`config.mk`:
```
export PLATFORM = sky130hd
export DESIGN_NAME = cmo_order_unit
export DESIGN_NICKNAME = d
export VERILOG_FILES = /design/src/rtl/cmo_pkg.sv /design/src/rtl/cmo_relvec.sv /design/src/rtl/cmo_decide.sv /design/src/rtl/cmo_seq.sv /design/src/rtl/cmo_order_unit.sv
export SDC_FILE = /design/constraint.sdc
export NUM_CORES = 1
export LEC_CHECK = 0
export CORE_ASPECT_RATIO = 0.6
export CORE_MARGIN = 4
export CORE_UTILIZATION = 40
export DETAILED_ROUTE_END_ITERATION = 16
export DONT_BUFFER_PORTS = 1
export GPL_TIMING_DRIVEN = 0
export HOLD_SLACK_MARGIN = 0.03
export PLACE_DENSITY_LB_ADDON = 0.08
export SLEW_MARGIN = 10
export SYNTH_ARGS = -nofsm -noshare
export SYNTH_HDL_FRONTEND = slang
export SYNTH_SLANG_ARGS = --single-unit
```
`constraint.sdc`:
```
create_clock -name clk -period 4.9 [get_ports clk]
set_clock_uncertainty 0.15 [all_clocks]
set_input_delay 0.49 -clock clk [delete_from_list [all_inputs] [get_ports clk]]
set_output_delay 0.49 -clock clk [all_outputs]
set_load 0.1 [all_outputs]
```
`src/rtl/cmo_pkg.sv`:
```
package cmo_pkg;
    localparam int NPROC = 4;
    localparam int PID_W = 2;
    localparam int RN_W  = 32;
    localparam int CTR_W = RN_W - PID_W;

    typedef logic [PID_W-1:0] pid_t;
    typedef logic [CTR_W-1:0] ctr_t;

    // processor id occupies the top bits, release count the rest
    typedef struct packed {
        pid_t pid;
        ctr_t ctr;
    } relnum_t;

    typedef enum logic [2:0] {
        OC_NONE   = 3'b001,
        OC_LOCAL  = 3'b010,
        OC_REMOTE = 3'b100
    } outcome_e;

    typedef enum logic [1:0] {
        ST_IDLE,
        ST_WAIT,
        ST_FENCE
    } st_e;

    function automatic relnum_t split_relnum(input logic [RN_W-1:0] v);
        return relnum_t'(v);
    endfunction
endpackage

```
`src/rtl/cmo_relvec.sv`:
```
module cmo_relvec
    import cmo_pkg::*;
(
    input  logic clk,
    input  logic rst,
    input  logic bcast_valid,
    input  pid_t bcast_pid,
    input  pid_t rd_pid,
    input  pid_t my_pid,
    output ctr_t rd_ctr,
    output ctr_t my_ctr
);
    ctr_t vec [NPROC];

    for (genvar g = 0; g < NPROC; g++) begin : g_ent
        localparam pid_t ID = pid_t'(g);
        always_ff @(posedge clk) begin
            if (rst)
                vec[g] <= '0;
            else if (bcast_valid && bcast_pid == ID)
                vec[g] <= vec[g] + 1'b1;
        end

        a_r7_inc: assert property (@(posedge clk) disable iff (rst)
            (bcast_valid && bcast_pid == ID) |=> vec[g] == ctr_t'($past(vec[g]) + 1'b1));
        a_r7_keep: assert property (@(posedge clk) disable iff (rst)
            !(bcast_valid && bcast_pid == ID) |=> $stable(vec[g]));
    end

    assign rd_ctr = vec[rd_pid];
    assign my_ctr = vec[my_pid];
endmodule

```
`src/rtl/cmo_decide.sv`:
```
module cmo_decide
    import cmo_pkg::*;
(
    input  relnum_t  op,
    input  pid_t     my_pid,
    input  ctr_t     entry,
    output outcome_e dec
);
    always_comb begin
        if (op.pid == my_pid)
            dec = OC_NONE;
        else if (op.ctr == entry)
            dec = OC_REMOTE;
        else
            dec = OC_LOCAL;
    end
endmodule

```
`src/rtl/cmo_seq.sv`:
```
module cmo_seq
    import cmo_pkg::*;
(
    input  logic     clk,
    input  logic     rst,
    input  logic     req_valid,
    input  outcome_e dec,
    input  pid_t     op_pid,
    input  logic     acq_ack,
    input  logic     bcast_valid,
    input  pid_t     bcast_pid,
    output logic     req_ready,
    output logic     busy,
    output logic     done,
    output logic [2:0] outcome,
    output logic     rmt_req,
    output pid_t     rmt_pid,
    output logic     acq_req
);
    st_e      state;
    logic     done_q;
    logic     rmt_q;
    outcome_e oc_q;
    pid_t     tgt;

    always_ff @(posedge clk) begin
        if (rst) begin
            state  <= ST_IDLE;
            done_q <= 1'b0;
            rmt_q  <= 1'b0;
            oc_q   <= OC_NONE;
            tgt    <= '0;
        end else begin
            done_q <= 1'b0;
            rmt_q  <= 1'b0;
            case (state)
                ST_IDLE: if (req_valid) begin
                    oc_q <= dec;
                    tgt  <= op_pid;
                    case (dec)
                        OC_NONE:   done_q <= 1'b1;
                        OC_LOCAL:  state  <= ST_FENCE;
                        OC_REMOTE: begin
                            state <= ST_WAIT;
                            rmt_q <= 1'b1;
                        end
                        default:   state  <= ST_IDLE;
                    endcase
                end
                ST_WAIT: if (bcast_valid && bcast_pid == tgt)
                    state <= ST_FENCE;
                ST_FENCE: if (acq_ack) begin
                    state  <= ST_IDLE;
                    done_q <= 1'b1;
                end
                default: state <= ST_IDLE;
            endcase
        end
    end

    assign req_ready = (state == ST_IDLE);
    assign busy      = !req_ready;
    assign acq_req   = (state == ST_FENCE);
    assign done      = done_q;
    assign outcome   = done_q ? oc_q : 3'b000;
    assign rmt_req   = rmt_q;
    assign rmt_pid   = tgt;

    a_r3_fast: assert property (@(posedge clk) disable iff (rst)
        (req_valid && req_ready && dec == OC_NONE) |=> (done && outcome == OC_NONE));
    a_r4_hold: assert property (@(posedge clk) disable iff (rst)
        (acq_req && !acq_ack) |=> acq_req);
    a_r5_pulse: assert property (@(posedge clk) disable iff (rst)
        rmt_req |=> !rmt_req);
    a_r6_wait: assert property (@(posedge clk) disable iff (rst)
        (state == ST_WAIT && !(bcast_valid && bcast_pid == tgt)) |=> !acq_req);
    a_r9_src: assert property (@(posedge clk) disable iff (rst)
        rmt_req |-> $past(req_valid && req_ready));
    a_r10_onehot: assert property (@(posedge clk) disable iff (rst)
        done |-> $countones(outcome) == 1);
endmodule

```
`src/rtl/cmo_order_unit.sv`:
```
module cmo_order_unit
    import cmo_pkg::*;
(
    input  logic            clk,
    input  logic            rst,
    input  logic [PID_W-1:0] my_pid,
    input  logic            req_valid,
    input  logic [RN_W-1:0] req_relnum,
    output logic            req_ready,
    output logic            busy,
    output logic            done,
    output logic [2:0]      outcome,
    output logic            rmt_req,
    output logic [PID_W-1:0] rmt_pid,
    output logic            acq_req,
    input  logic            acq_ack,
    input  logic            bcast_valid,
    input  logic [PID_W-1:0] bcast_pid,
    output logic [RN_W-1:0] local_relnum
);
    relnum_t  op;
    ctr_t     rd_ctr;
    ctr_t     my_ctr;
    outcome_e dec;

    assign op = split_relnum(req_relnum);

    cmo_relvec u_vec (
        .clk        (clk),
        .rst        (rst),
        .bcast_valid(bcast_valid),
        .bcast_pid  (bcast_pid),
        .rd_pid     (op.pid),
        .my_pid     (my_pid),
        .rd_ctr     (rd_ctr),
        .my_ctr     (my_ctr)
    );

    cmo_decide u_dec (
        .op    (op),
        .my_pid(my_pid),
        .entry (rd_ctr),
        .dec   (dec)
    );

    cmo_seq u_seq (
        .clk        (clk),
        .rst        (rst),
        .req_valid  (req_valid),
        .dec        (dec),
        .op_pid     (op.pid),
        .acq_ack    (acq_ack),
        .bcast_valid(bcast_valid),
        .bcast_pid  (bcast_pid),
        .req_ready  (req_ready),
        .busy       (busy),
        .done       (done),
        .outcome    (outcome),
        .rmt_req    (rmt_req),
        .rmt_pid    (rmt_pid),
        .acq_req    (acq_req)
    );

    assign local_relnum = {my_pid, my_ctr};
endmodule

```
Word level (Yosys, flattened, before mapping). Memory sizes are Yosys's and may differ from the RTL's. Cells that the tools add are included.

Flip-flop bits (word level): 9. Bits in writable memories: 120. Input bits: 41. Output and inout bits: 42. Word-level logic and storage cells: 73. Memories kept: 1.

Add/sub/neg operators: 4. Equality and inequality tests: 15. Mux-type cells: 31. Bitwise gates (word level): 6. Reductions and logical operators: 11.

Memories: u_vec.vec (words 4, bits a word 30, rd ports 6, clocked after memory_dff 0, write ports 4, RTL line cmo_relvec.sv:13) `ctr_t vec [NPROC];`.

Operator list (number): 30-bit by 1-bit adder with 30-bit output (second input constant) (4); 30-bit two-way mux (4); 30-bit == test (1); 1-bit two-way mux (18); 2-bit one-hot mux with 3 select lines (2); 3-bit two-way mux (3); 2-bit == test (second input constant) (3); 2-bit two-way mux (3); 1-bit logical AND (5); 2-bit by 1-bit == test with 1-bit output (second input constant) (2); 2-bit == test (2); 2-bit logical NOT (2); 2-bit by 1-bit inequality test with 1-bit output (second input constant) (2); 2-bit inequality test (second input constant) (2); 1-bit bitwise OR (4); 4-bit AND reduction (1); 3-bit by 1-bit == test with 1-bit output (second input constant) (1); 3-bit by 2-bit == test with 1-bit output (second input constant) (1); 3-bit == test (second input constant) (1); 3-bit OR reduction (1); 1-bit NOT (2); 1-bit one-hot mux with 2 select lines (1); 2-bit AND reduction (1); 1-bit logical NOT (1).

Longest topological paths before layout. Gate-level depths: netlist of run 1. An unclocked memory read counts as a cell.

Depth in word-level cells: 8. Mapped depth: 8. Depth with buffers taken out: 7.

Hierarchy. Synthesis of run 1 repeated with hierarchy kept, for this count alone.

Cells, all modules: 812. Area total of the unflattened synthesis: 8984.9 sq um.

By module, submodules not included: cmo_relvec (instances 1, cells an instance 721, area an instance 8187.9 sq um, seq. area each 3603.5 sq um); cmo_seq (instances 1, cells an instance 44, area an instance 411.6 sq um, seq. area each 180.2 sq um); cmo_decide (instances 1, cells an instance 45, area an instance 370.4 sq um, seq. area each 0.0 sq um); cmo_order_unit (instances 1, cells an instance 2, area an instance 15.0 sq um, seq. area each 0.0 sq um).

Worst setup path after synthesis of run 1. Ideal clock, no wire load.

Path kind: flip-flop to output port. Start point: register u_seq.state[1]. End point: output port busy. Arrival time: 2731 ps. Data required time: 4260 ps. Path slack: 1529 ps. Cell stages (with the launch flop): 3. Path buffers: 0. Cell sequence: dfxtp_1 -> nor2_1 -> inv_1.

Longest elaborated chain between the ends: 2.

RTL lines: start, declared (RTL line cmo_seq.sv:20) `st_e state;`; start signal, assigned (RTL line cmo_seq.sv:28) `state <= ST_IDLE;`; start signal, assigned (RTL line cmo_seq.sv:42) `OC_LOCAL: state <= ST_FENCE;`; start signal, assigned (RTL line cmo_seq.sv:44) `state <= ST_WAIT;`; 2-bit logical NOT (RTL line cmo_seq.sv:61) `assign req_ready = (state == ST_IDLE);`; via req_ready (RTL line cmo_order_unit.sv:9) `output logic req_ready,`; 1-bit logical NOT (RTL line cmo_seq.sv:62) `assign busy = !req_ready;`; end, declared (RTL line cmo_order_unit.sv:10) `output logic busy,`.

The timed path passes the listed nets, and every way through them passes these cells.

Final worst setup path of run 1.
Start point: register u_seq.done_q, in the netlist u_seq.done. End point: output port outcome[2].

Longest elaborated chain between the ends: 1.

RTL lines: start, declared (RTL line cmo_seq.sv:21) `logic done_q;`; start signal, assigned (RTL line cmo_seq.sv:29) `done_q <= 1'b0;`; start signal, assigned (RTL line cmo_seq.sv:34) `done_q <= 1'b0;`; start signal, assigned (RTL line cmo_seq.sv:41) `OC_NONE: done_q <= 1'b1;`; 3-bit two-way mux (RTL line cmo_seq.sv:65) `assign outcome = done_q ? oc_q : 3'b000;`; end, declared (RTL line cmo_order_unit.sv:12) `output logic [2:0] outcome,`.

No other way between the ends.

==> results list, run 1 <==
- Result of the run: finished, final reports clean
- Fraction of layout cells with a size suffix above 1: 14.3%
- Summed over all instances, the cell type with the most area after synthesis is sky130_fd_sc_hd__edfxtp_1.
- Post-route minimum period: 2.95 ns
- Post-synth net total: 790
- The worst hold path was traced through 2 stages.
* Vias: 6,181
- Worst reg2reg endpoint: u_vec.vec[1][24]
- Slack of the worst reg-to-reg path: 2.16 ns
- Buffer type at the clock tree root: sky130_fd_sc_hd__clkbuf_16
* Worst-case vdd ir drop: 0.249 mV
- The share of synthesized area in the top cell type comes to 42.8%.
* Clock tree from TritonCTS: yes
- Wirelength, routed: 24.8 mm
- Maximum clock rate: 0.339 GHz
* Number of cells upsized or downsized after cts: 0
- Total Power Consumption: 3.20 mW
- Counting flops with an async set or reset pin after synthesis yields a share of 0%.
- In this run the most critical hold path is launched from rst.
* Overall fraction of global-route tracks in use: 21.2%
- Counting flops with a built-in enable in the synthesized netlist gives 120.
* Sequential-to-total area share from yosys stat: 44.9%
- Endpoint type of the worst setup path: primary output
- Setup repair after global routing missed its margin: no
- During I/O placement, the number of pins put on the boundary was 83.
- Final antenna diode count: 0
- In this run the mean area of a mapped cell was 11.3 sq um.
* Number of buffers added on ports: 0
- Count of mapped cells out of synthesis: 745
- Buffers inserted during post-CTS setup optimization: 0
- Worst flop-to-flop path startpoint: u_vec.vec[1][0]
- After clock tree synthesis, the clock-pin slew on the worst setup and hold paths is 0.06 ns.
- Path class of the lowest-slack min-delay path: input pin to register
* Signal arrival time at the worst endpoint: 2.31 ns
- Among all flip-flop cells after synthesis, the most frequent one is sky130_fd_sc_hd__edfxtp_1.
- Sink of the worst hold path: u_seq.state[1]
- Post-DR vias/cell: 5.86
* Detailed Route Iter0 Violations: 663
- Number of buffers and inverters on the critical path: 0
* Largest cells by area after synthesis: sky130_fd_sc_hd__edfxtp_1 43%, sky130_fd_sc_hd__mux4_2 16%, sky130_fd_sc_hd__xor2_1 7.0%
* Pin count of the biggest net entering global routing: 31
- STA puts the critical path data required time at 4.26 ns.
* TritonCTS buffer count: 17
- The largest individual stage delay along the critical path comes from the cell sky130_fd_sc_hd__dfxtp_1.
- In the routed design, unresolved DRC markers number 0.
* Final estimated routing congestion in global placement: 0.935
* Layout Area Growth over Synthesis: 11.9%
- Crit-path max cell delay: 0.99 ns
- Worst reg-to-reg path cell count: 8
- Slew headroom: 21.0%
* Setup_tns: 0 ns
* Setup CP Type: register to primary output
- Hold violation count in the final report: 0
* Fraction of the core area covered by cells at the end of the flow: 46.3%
- Cell Area, Synth: 0.00843 sq mm
- Num Clock Sinks: 129
* Starting density of the core: 41.4%
* Post-DP HPWL: 19.3 mm
* Wire length of the first global-routing pass: 36.3 mm
* Clk buf depth: 2
- The via count of the first global-routing pass is 5,741.
- The worst setup path is launched from a register.
* Number of slew-limit violations in the final report: 0
- Series of cell instances along the critical path: and2_1
* Number of nets in the finished design: 813
- Of the available clock period, the critical path in the final layout requires 60.2%.
- In this run, synthesis produced a sequential element count of 129.
- Total of warnings raised by yosys: 0
- First-pass iteration count of the detailed router: 7
- The initial antenna violation count was 0.
* Static leakage: 3.03 nW
- Wirelength per Cell: 23.5 microns
- Hold buffers post-CTS: 0
- Global-route congestion overflow total: 0
* CP top delay family: flip-flops
- Power per cell area: 339 mW/mm^2
- Once detail routing completed, the nets flagged for antenna violations numbered 0.
* # setup viols final: 0
- Die area: 0.0235 sq mm
- In this run the worst path has a maximum fanout of 4.
- Number of H-tree branching levels: 4
- Area of the core region: 0.0204 sq mm
* Die X: 195 microns
* Row count: 40
- Max-cap viol count: 0
* Unique masters post-synth: 41
- At the later pin of the worst-skew pair, clock insertion delay measures 0.43 ns.
* Chip Height: 120 microns
* Pin slew with the least headroom to its limit: 1.18 ns
-- where the power goes --
group / total (mW) / leakage [nW] / internal [mW] / switching [mW]
combinational: 0.515 / 1.41 / 0.158 / 0.357
sequential: 1.39 / 1.33 / 1.27 / 0.119
clock: 1.29 / 0.281 / 0.794 / 0.501
-- per-layer routing --
metal	GRT usage (%)	part of all wire, %	up-vias
met2	29.4	42	260
met3	6.82	11	28
li1	-	-	2805
met1	31.6	45	3088
met4	6.02	2.0	0
met5	0	0	-
-- layout by cell type (no fill, tap or decap), types with 6 or more instances in the layout --
cell / synthesis / layout
sky130_fd_sc_hd__nor2_1: 122 / 121
sky130_fd_sc_hd__edfxtp_1: 120 / 120
sky130_fd_sc_hd__xor2_1: 67 / 67
sky130_fd_sc_hd__xnor2_1: 63 / 63
sky130_fd_sc_hd__mux4_2: 60 / 60
sky130_fd_sc_hd__nand2_1: 52 / 52
sky130_fd_sc_hd__nand3_1: 42 / 42
sky130_fd_sc_hd__and3_1: 25 / 25
sky130_fd_sc_hd__nand4_1: 24 / 24
sky130_fd_sc_hd__clkbuf_1: 22 / 22
sky130_fd_sc_hd__a21oi_1: 22 / 22
sky130_fd_sc_hd__clkbuf_16: 0 / 17
sky130_fd_sc_hd__or3_1: 16 / 16
sky130_fd_sc_hd__o21ai_0: 15 / 15
sky130_fd_sc_hd__inv_1: 13 / 13
sky130_fd_sc_hd__and4_1: 10 / 10
sky130_fd_sc_hd__dfxtp_1: 9 / 9
sky130_fd_sc_hd__nor3_1: 8 / 8
sky130_fd_sc_hd__buf_1: 4 / 6
-- cell usage after synthesis (8+ instances only) --
cell type / n
sky130_fd_sc_hd__nor3_1: 8
sky130_fd_sc_hd__xor2_1: 67
sky130_fd_sc_hd__a21oi_1: 22
sky130_fd_sc_hd__clkbuf_1: 22
sky130_fd_sc_hd__inv_1: 13
sky130_fd_sc_hd__edfxtp_1: 120
sky130_fd_sc_hd__nand2_1: 52
sky130_fd_sc_hd__mux4_2: 60
sky130_fd_sc_hd__o21ai_0: 15
sky130_fd_sc_hd__and3_1: 25
sky130_fd_sc_hd__nand4_1: 24
sky130_fd_sc_hd__nand3_1: 42
sky130_fd_sc_hd__dfxtp_1: 9
sky130_fd_sc_hd__or3_1: 16
sky130_fd_sc_hd__nor2_1: 122
sky130_fd_sc_hd__and4_1: 10
sky130_fd_sc_hd__xnor2_1: 63
-- area by class of cell --
type	instances	area, sq um
clock buffers	17	425
plain buffers	34	170
clock inverters	15	169
repair buffers	4	62.6
flip-flops and latches	129	3780
well taps	273	342
fillers	1860	10900
inverters	13	48.8
multi-input cells	569	4430
-- flip-flops by register name, indices dropped and copies added, names as in the netlist --
signal	cells
u_seq.state	2
u_seq.rmt_pid	2
u_seq.done	1
u_vec.vec	120
u_seq.oc_q	3
u_seq.rmt_req	1
-- per-stage QoR --
step                area (sq um)  hold WS [ns]  std cells  setup WS [ns]
global placement            8770         0.295       1018           1.43
floorplan                   8430         0.268        745           1.53
finish                      9430         0.115       1054           1.95
detailed placement          8840         0.302       1022           1.58
CTS                         9430        0.0973       1054           1.92
global route                9430        0.0988       1054           1.87
-- how the worst max path moves through the flow --
stage	slack (ns)	from	cells after the start	to
after floorplan	1.53	u_seq.state[1]	2	busy
after global placement	1.43	u_seq.state[1]	2	busy
after detailed placement	1.58	req_relnum[31]	8	u_seq.state[1]
after CTS	1.92	u_seq.done	1	outcome[2]
after global routing	1.87	u_seq.done	1	outcome[2]
final	1.95	u_seq.done	1	outcome[2]
-- cell families (layout without fill, tap and decap cells) --
kind of cell	Yosys count	count (layout)	share of synthesized area, %
AND/OR/NAND/NOR	328	328	19.2
XOR/XNOR	130	130	13.5
AO/OA/AOI/OAI	47	47	3.18
flip-flops	129	129	44.9
adder cells (fa/ha/maj)	4	4	0.594
multiplexers	60	60	16.0
buffers and inverters	47	83	2.60
No activity file was read; power rests on OpenSTA's default activity.
==> run 2: changes to the inputs <==
==> constraint.sdc (replaced) <==
create_clock -name clk -period 3.05 [get_ports clk]
set_clock_uncertainty 0.15 [all_clocks]
set_input_delay 0.305 -clock clk [delete_from_list [all_inputs] [get_ports clk]]
set_output_delay 0.305 -clock clk [all_outputs]
set_load 0.1 [all_outputs]
==> results list, run 2 (synthesis results as in run 1) <==
- Result of the run: finished, final reports clean
- Detailed Route Iter0 Violations: 685 (+3.3%)
- The initial antenna violation count is 0 (unchanged).
* Buffers inserted during post-CTS setup optimization: 0 (unchanged)
- Worst setup path endpoint: busy
- Clock-pin slew on the worst setup and hold paths: 0.06 ns (about the same)
- Wirelength, routed: 25.4 mm (+2.6%)
- The initial core utilization came to 41.4% (unchanged).
- Series of cell instances along the critical path: nor2_2 > inv_1
* Path class of the lowest-slack min-delay path: input pin to register
* Max-cap viol count: 0 (unchanged)
* Power per cell area: 550 mW/mm^2 (+62%)
- The setup path with the least slack is of type register to primary output.
* Worst hold margin: 0.0679 ns (-0.0469 ns)
- The number of diodes added for antenna fixing is 0 (unchanged).
- The area taken by multi-input logic gates was 0.00443 sq mm (unchanged).
- Commonest cells after routing, fill and taps aside: 121 x sky130_fd_sc_hd__nor2_1, 120 x sky130_fd_sc_hd__edfxtp_1, 67 x sky130_fd_sc_hd__xor2_1, 63 x sky130_fd_sc_hd__xnor2_1, 60 x sky130_fd_sc_hd__mux4_2
* Wire length of the first global-routing pass: 37.2 mm (+2.6%)
- The via count of the first global-routing pass was 5,942 (+3.5%).
- The number of hold-slack violations in the final timing report is 0 (unchanged).
* Number of nets still failing antenna checks after routing: 0 (unchanged)
* Fraction of the core area covered by cells at the end of the flow: 46.4% (+0.074 points)
- Worst flop-to-flop path startpoint: u_vec.vec[1][2]
- Wirelength per Cell: 24.1 microns (+2.4%)
* Hold buffers post-CTS: 4 (+4)
* Global-route congestion overflow total: 0 (unchanged)
- Maximum clock rate: 0.335 GHz
* Pin count of the biggest net entering global routing: 31 (unchanged)
- Num Clock Sinks: 129 (unchanged)
- The total of buffers placed on input and output ports was 0 (unchanged).
- The number of DRC violations after detailed routing was 0 (unchanged).
- The site row count was 40 (unchanged).
- Routed length on met3: 2.33 mm (-13%)
- The worst-case register-to-register setup slack is 0.23 ns (-1.93 ns).
* WL met2: 10.9 mm (+3.6%)
- Layout Area Growth over Synthesis: 12.1%
* Clk buf depth: 2 (unchanged)
- Static leakage: 3.04 nW (+0.40%)
- Worst reg-to-reg path cell count: 6 (-2)
- Overall fraction of global-route tracks in use: 21.7% (+0.56 points)
- The cell area after placement came to 0.00880 sq mm (-0.35%).
- The slew of the pin with the lowest slew margin came to 1.22 ns (+0.0393 ns).
- Buffer type at the clock tree root: sky130_fd_sc_hd__clkbuf_16
- The number of iterations in the first detailed-routing pass was 5 (-2).
- Ranked by flip-flop count, first place goes to u_vec.vec.
* Worst-case vdd ir drop: 0.572 mV (+130%)
* Top routing layer in use: met4
- Number of cells upsized or downsized after cts: 0 (unchanged)
- Crit path from: u_seq.state[1]
- The critical path data required time was 2.59 ns (-1.67 ns).
- TritonCTS buffer count: 17 (unchanged)
- The worst stage delay on the critical path came to 0.95 ns (-0.04 ns).
- The maximum level of the CTS H-tree came to 4 (unchanged).
- Final estimated routing congestion in global placement: 0.946 (+1.2%)
- Number of nets in the finished design: 815 (+0.25%)
- Most common cell after layout, fill and taps aside: sky130_fd_sc_hd__nor2_1
- The average vias per placed instance is 5.94 (+1.4%).
- The worst slew margin relative to its limit came to 18.3% (-2.7 points).
- The largest driver fanout on the critical path is 7 (+3).
- The number of setup violations in the final report came to 0 (unchanged).
- Number of slew-limit violations in the final report: 0 (unchanged)
- For the finished layout, the period the worst path requires is 2.98 ns.
- Kind of start point of the critical path: register
- Worst reg2reg endpoint: u_vec.vec[1][29]
- Logic depth of the worst path, buffers included: 2 (+1)
* Area of the core region: 0.0204 sq mm (unchanged)
- CP top delay family: simple AND/OR/NAND/NOR gates
* Final worst path period share: 97.8%
- Clock insertion delay at the later pin of the skew report: 0.43 ns (about the same)
- The largest registers in the layout are u_vec.vec: 120 flops, u_seq.oc_q: 3 flops.
- The die area is 0.0235 sq mm (unchanged).
- Final Instance Area: 0.00945 sq mm (+0.16%)
- Signal arrival time at the worst endpoint: 2.53 ns (+0.22 ns)
- Cell with the largest stage delay on the worst path: sky130_fd_sc_hd__nor2_2
- The total number of vias was 6,277 (+1.6%).
- The I/O pin total came to 83 (unchanged).
* Endpoint type of the worst setup path: primary output
- The die span in x is 195 microns (unchanged).
- TritonCTS built the clock tree.
* Setup_tns: 0 ns (unchanged)
- The proportion of layout cells with a drive suffix above 1 is 14.0% (-0.29 points).
* Final-layout fill cell count: 1,861 (+0.054%)
* Number of buffers and inverters on the critical path: 1 (+1)
* Metal-1 WL: 11.7 mm (+4.7%)
* Chip Height: 120 microns (unchanged)
- The estimated wirelength of the detail-placed design was 19.4 mm (+0.78%).
- Number of flip-flops under the largest register name: 120 (unchanged)
- The total chip power was 5.20 mW (+63%).
* Register area: 0.00378 sq mm (unchanged)
* Setup repair after global routing missed its margin: no
run 2: stage by stage:
stage / setup slack (ns) / cells
after floorplan: 0.599 / 745
after global placement: -0.0552 / 1018
after detailed placement: -0.0648 / 1020
after CTS: 0.0465 / 1056
after global routing: 0.00479 / 1056
final: 0.0656 / 1056
run 2: area by class of cell:
type / count / share of cell area [%]
clock buffers: 19 / 4.58
plain buffers: 34 / 1.80
clock inverters: 13 / 1.77
repair buffers: 6 / 0.755
multi-input cells: 569 / 46.9
inverters: 13 / 0.517
flip-flops and latches: 129 / 40.1
well taps: 273 / 3.62
run 2: how the worst min path moves through the flow:
stage | from | endpoint | depth (start not counted)
6_report | rst | u_seq.rmt_req | 2
3_3_place_gp | u_seq.oc_q[1] | u_seq.oc_q[1] | 1
5_1_grt | rst | u_seq.rmt_req | 2
2_1_floorplan | u_seq.oc_q[1] | u_seq.oc_q[1] | 1
4_1_cts | rst | u_seq.rmt_req | 2
3_5_place_dp | u_seq.oc_q[1] | u_seq.oc_q[1] | 1
run 2: per-layer routing:
metal	GRT usage [%]	up-vias
met4	6.58	0
li1	-	2809
met2	31.0	272
met5	0	-
met3	5.24	26
met1	32.8	3170
run 2: power breakdown:
group / switching (mW) / internal (mW)
Clock: 0.788 / 1.35
Combinational: 0.578 / 0.251
Sequential: 0.191 / 2.04
